===== src/rtl/alt_adder_pkg.sv =====
package alt_adder_pkg;

    typedef enum logic {
        MODE_UNSIGNED = 1'b0,
        MODE_SIGNED   = 1'b1
    } num_mode_e;

    typedef struct packed {
        logic p;
        logic q;
        logic c;
    } fa_in_t;

    typedef struct packed {
        logic carry;
        logic sum;
    } fa_out_t;

    // Majority of three bits, used when checking carry values.
    function automatic logic majority3(input logic x, input logic y, input logic z);
        return (x & y) | (x & z) | (y & z);
    endfunction

    // A stage with an odd index runs on complemented signals.
    function automatic bit stage_is_odd(input int idx);
        return (idx % 2) == 1;
    endfunction

endpackage


===== src/rtl/fa_cell.sv =====
module fa_cell
    import alt_adder_pkg::*;
(
    input  fa_in_t  din,
    output fa_out_t dout
);
    logic nand_pq;
    logic nand_pc;
    logic nand_qc;

    // Carry built as a NAND-NAND majority; sum as a three-input XOR.
    assign nand_pq   = ~(din.p & din.q);
    assign nand_pc   = ~(din.p & din.c);
    assign nand_qc   = ~(din.q & din.c);
    assign dout.carry = ~(nand_pq & nand_pc & nand_qc);
    assign dout.sum   = din.p ^ din.q ^ din.c;

    always_comb begin

        fa_count_chk: assert ({dout.carry, dout.sum} ==
                              (2'({1'b0, din.p}) + 2'({1'b0, din.q}) + 2'({1'b0, din.c})))
            else $error("full-adder output is not the count of high inputs");
    end
endmodule


===== src/rtl/alt_stage.sv =====
module alt_stage
    import alt_adder_pkg::*;
#(
    parameter int INDEX = 0
) (
    input  logic p,
    input  logic q,
    input  logic link_in,
    output logic link_out,
    output logic sum_bit
);
    localparam bit ODD    = stage_is_odd(INDEX);
    localparam bit FIRST  = (INDEX == 0);
    // The incoming link is complemented when it comes from an odd stage.
    localparam bit IN_INV = !FIRST && !ODD;

    fa_in_t  core_in;
    fa_out_t core_out;
    logic    core_c;

    generate
        if (FIRST) begin : g_head
            assign core_c = link_in;
        end else begin : g_link
            // One inversion per stage boundary.
            assign core_c = ~link_in;
        end

        if (ODD) begin : g_odd
            assign core_in = '{p: ~p, q: ~q, c: core_c};
            assign sum_bit = ~core_out.sum;
        end else begin : g_even
            assign core_in = '{p: p, q: q, c: core_c};
            assign sum_bit = core_out.sum;
        end
    endgenerate

    fa_cell u_cell (
        .din  (core_in),
        .dout (core_out)
    );

    assign link_out = core_out.carry;

    logic c_true;
    assign c_true = link_in ^ IN_INV;

    always_comb begin

        stage_sum_chk: assert (sum_bit == (p ^ q ^ c_true))
            else $error("stage %0d sum bit not in true polarity", INDEX);

        carry_polarity_chk: assert ((link_out ^ ODD) == majority3(p, q, c_true))
            else $error("stage %0d outgoing carry has wrong polarity", INDEX);
    end
endmodule


===== src/rtl/carry_chain.sv =====
module carry_chain
    import alt_adder_pkg::*;
#(
    parameter int N = 16
) (
    input  logic [N-1:0] a,
    input  logic [N-1:0] b,
    input  logic         cin,
    output logic [N-1:0] low_sum,
    output logic         carry_top
);
    logic [N-1:0] link;

    genvar k;
    generate
        for (k = 0; k < N; k++) begin : g_stage
            if (k == 0) begin : g_first
                alt_stage #(.INDEX(k)) u_stage (
                    .p        (a[k]),
                    .q        (b[k]),
                    .link_in  (cin),
                    .link_out (link[k]),
                    .sum_bit  (low_sum[k])
                );
            end else begin : g_rest
                alt_stage #(.INDEX(k)) u_stage (
                    .p        (a[k]),
                    .q        (b[k]),
                    .link_in  (link[k-1]),
                    .link_out (link[k]),
                    .sum_bit  (low_sum[k])
                );
            end
        end
    endgenerate

    // N is even, so the last stage is odd and its carry is complemented.
    assign carry_top = ~link[N-1];

    logic [N:0] ref_unsigned;
    assign ref_unsigned = {1'b0, a} + {1'b0, b} + {{N{1'b0}}, cin};

    always_comb begin

        chain_total_chk: assert ({carry_top, low_sum} == ref_unsigned)
            else $error("carry chain total differs from the arithmetic sum");
    end
endmodule


===== src/rtl/msb_select.sv =====
module msb_select
    import alt_adder_pkg::*;
(
    input  logic      a_msb,
    input  logic      b_msb,
    input  logic      carry_top,
    input  num_mode_e mode,
    output logic      top_bit
);
    always_comb begin
        case (mode)
            MODE_SIGNED: top_bit = a_msb ^ b_msb ^ carry_top;
            default:     top_bit = carry_top;
        endcase
    end
endmodule


===== src/rtl/alt_inv_adder.sv =====
module alt_inv_adder
    import alt_adder_pkg::*;
#(
    parameter int N = 16
) (
    input  logic [N-1:0] opa,
    input  logic [N-1:0] opb,
    input  logic         cin,
    input  logic         mode,
    output logic [N:0]   sum
);
    localparam int W = N + 1;

    generate
        if ((N < 2) || ((N % 2) != 0)) begin : g_bad_width
            $error("alt_inv_adder: N must be even and at least 2");
        end
    endgenerate

    num_mode_e    mode_e;
    logic [N-1:0] low_sum;
    logic         carry_top;
    logic         top_bit;

    assign mode_e = num_mode_e'(mode);

    carry_chain #(.N(N)) u_chain (
        .a         (opa),
        .b         (opb),
        .cin       (cin),
        .low_sum   (low_sum),
        .carry_top (carry_top)
    );

    msb_select u_msb (
        .a_msb     (opa[N-1]),
        .b_msb     (opb[N-1]),
        .carry_top (carry_top),
        .mode      (mode_e),
        .top_bit   (top_bit)
    );

    assign sum = {top_bit, low_sum};

    logic [W-1:0] ref_u;
    logic [W-1:0] ref_s;
    assign ref_u = {1'b0, opa} + {1'b0, opb} + {{N{1'b0}}, cin};
    assign ref_s = {opa[N-1], opa} + {opb[N-1], opb} + {{N{1'b0}}, cin};

    always_comb begin

        unsigned_sum_chk: assert (mode || (sum == ref_u))
            else $error("unsigned result mismatch");

        signed_sum_chk: assert (!mode || (sum == ref_s))
            else $error("signed result mismatch");

        low_bits_chk: assert (sum[N-1:0] == ref_u[N-1:0])
            else $error("low result bits depend on mode");
    end
endmodule


===== config.mk =====
export PLATFORM = sky130hd
export DESIGN_NAME = alt_inv_adder
export DESIGN_NICKNAME = d
export VERILOG_FILES = /design/src/rtl/alt_adder_pkg.sv /design/src/rtl/fa_cell.sv /design/src/rtl/alt_stage.sv /design/src/rtl/carry_chain.sv /design/src/rtl/msb_select.sv /design/src/rtl/alt_inv_adder.sv
export SDC_FILE = /design/constraint.sdc
export NUM_CORES = 1
export LEC_CHECK = 0
export ABC_AREA = 1
export CORE_MARGIN = 1
export CORE_UTILIZATION = 38
export DETAILED_ROUTE_END_ITERATION = 7
export PLACE_DENSITY_LB_ADDON = 0.08
export SETUP_SLACK_MARGIN = 0.15
export SYNTH_ARGS = -nofsm -noshare
export SYNTH_HDL_FRONTEND = slang
export SYNTH_SLANG_ARGS = --single-unit
export TNS_END_PERCENT = 20

===== constraint.sdc =====
create_clock -name vclk -period 48.9
set_clock_uncertainty 0.05 [all_clocks]
set_input_delay 14.67 -clock vclk [all_inputs]
set_output_delay 14.67 -clock vclk [all_outputs]
set_load 0.005 [all_outputs]

==> metrics.md <==
| Metric | Value |
|---|---|
| Outcome | finished with violations |
| Failing checks | DRC |
| Setup violators final | 0 |
| Syn nets | around 130 |
| Seq pwr share | 0 |
| CP max stage cell | clkdlybuf4s50_1 |
| Sw frac | 0.331 |
| Pin count of the biggest net entering global routing | 3 |
| Layout cell share with drive strength beyond 1 | 0 |
| Crit end category | output port |
| Final Wtd Congestion | around 0.61 |
| Vias per inst | 3.80 |
| Initial antenna violation count | 0 |
| RSZ-0062 raised after global routing | false |
| Die Ht | approximately 43 um |
| Final HPWL DP | 1070 um |
| Met1 Usage GRT | 0.132 |
| Total wire length | around 1100 um |
| WP data arrival | between 20 and 25 ns |
| Synth top area share | 0.522 |
| Clock Power Share | 0 |
| Syn Area/Cell | about 8 um^2 |
| Via count | between 500 and 600 |
| Antenna-violating nets left | 0 |
| Number of primary I/O pins | 51 |
| Max incr delay on CP | roughly 0.50 ns |
| GRT Overall Usage | 0.122 |
| Grt total ovfl | 0 |
| Mapped Cells | between 80 and 90 |
| First DRT Iteration DRCs | 11 |
| Crit share post-route | 0.749 |
| P&R area growth vs syn | 61.8% |
| Cells after DPL | 133 |
| Die ar. | 1890 um^2 |
| CP Launch Point | opb[0] |
| DR pass1 iterations | 6 |
| Fillers | 129 |
| Seq_cells | 0 |
| Critical Path Stages | 20 |
| Pwr Density | 12.4 nW/um^2 |
| Area contributors post-synth | fa_1, inv_1, buf_4 |
| Sw Pwr | 0.00434 mW |
| Max frequency | between 20 and 30 MHz |
| Pint | roughly 0.0088 mW |
| Min-delay worst type | in -> out |
| Synth cell types | 4 |
| CP Launch Type | primary input |
| Routed WL per cell | around 7.9 um |
| Met2 GRT Util | 0.264 |
| Synth Cell Area | around 650 um^2 |
| CP cell instances | clkdlybuf4s50_1 -> fa_1 -> inv_1 -> fa_1 -> fa_1 -> fa_1 -> fa_1 -> fa_1 -> fa_1 -> fa_1 -> fa_1 -> fa_1 -> fa_1 -> fa_1 -> fa_1 -> fa_1 -> fa_1 -> fa_1 -> inv_1 -> clkdlybuf4s50_1 |
| Hold buffer count at cts | 0 |
| Slew HR | 0.895 |
| CP Class | in -> out |
| Cell family with most CP delay | adder cells |
| GR peak layer | met2 |
| Minimum clock period | 36.62 ns |
| Most frequent cells in the layout | clkdlybuf4s50_1, inv_1, fa_1 |
| Final Hold Fails | 0 |
| Part of the power in combinational logic | 1.000 |
| Register area | 0 um^2 |
| Most common cell after layout, fill and taps aside | clkdlybuf4s50_1 |
| Area occupied by multi-input gates | between 300 and 400 um^2 |
| First-pass GRT wire length | around 1800 um |
| Post-cts repair resize count | 0 |
| Buffers on Ports | a little over 50 |
| Lkg Pwr | 0.577 nW |
| CP bufs+invs | 4 |
| Crit path to | sum[15] |
| Max-cap violations | 0 |
| Layout Cells excl Fill | 133 |
| Inserted Diodes | 0 |
| Die width | approximately 43 um |
| Setup TNS | 0 ns |
| Slew Limit Fails | 0 |
| Number of global-route vias before repair | 511 |
| DRC | 6 |
| Max FO, Critical Path | 2 |
| # rows | 14 |
| Core area | between 1500 and 2000 um^2 |
| Number of setup buffers added after CTS | 0 |
| Cell mode on critical path | fa_1 |
| VDD IR max | ~6.7 uV |
| Nets@finish | 170 |
| Slew @ Worst Pin | roughly 0.16 ns |
| Sequential area share after synthesis | 0 |
| Yosys warning count | 0 |
| Initial Utilization | 0.418 |
| Clkbuf count | 0 |
| WP data required | approximately 34 ns |
| Global-route met3 utilization | 0.0125 |
| Synth area leader | fa_1 |
==> logic make-up after synthesis <==
logic type                 synth area share
buffers and inverters                 0.461
adders and majority gates             0.522
and+or+nand+nor                      0.0173
==> synth_stat cells <==
cell	number
fa_1	17
inv_1	46
buf_4	17
nand2_1	3
==> final cells by class <==
type | instances | area share
tap | 16 | 0.0190
multi-input combinational | 20 | 0.333
inverter | 46 | 0.164
timing repair buffer | 51 | 0.484
==> how the worst min path moves through the flow <==
stage	startpoint	endpoint	cells after the start
after floorplan	mode	sum[16]	3
after global placement	mode	sum[16]	4
after detailed placement	mode	sum[16]	4
after CTS	mode	sum[16]	4
after global routing	mode	sum[16]	4
final	mode	sum[16]	4
==> power groups by stage <==
stage	clock network (mW)	logic [mW]	registers, mW
after detailed placement	0	0.0133	0
final	0	0.0131	0
after global routing	0	0.0147	0
after global placement	0	0.0130	0
after floorplan	0	0.00815	0
after CTS	0	0.0134	0
==> per-stage QoR <==
stage	power, mW	utilization	area [um^2]	worst slack (ns)	hold WS, ns
global route	0.0147	0.677	1050	12.06	30.31
CTS	0.0134	0.677	1050	12.24	30.26
floorplan	0.00815	-	652	13.37	29.47
detailed placement	0.0133	0.677	1050	12.24	30.25
finish	0.0131	0.677	1050	12.28	30.25
global placement	0.0130	0.677	1050	12.34	30.25
==> routing by layer <==
metal / wire length (um) / share of wire / up-vias
li1: - / - / 254
met4: 0 / 0 / 0
met3: 103 / 0.098 / 0
met2: 638 / 0.61 / 27
met5: 0 / 0 / -
met1: 310 / 0.29 / 224
Note: power is estimated with default switching activity, not from simulation.
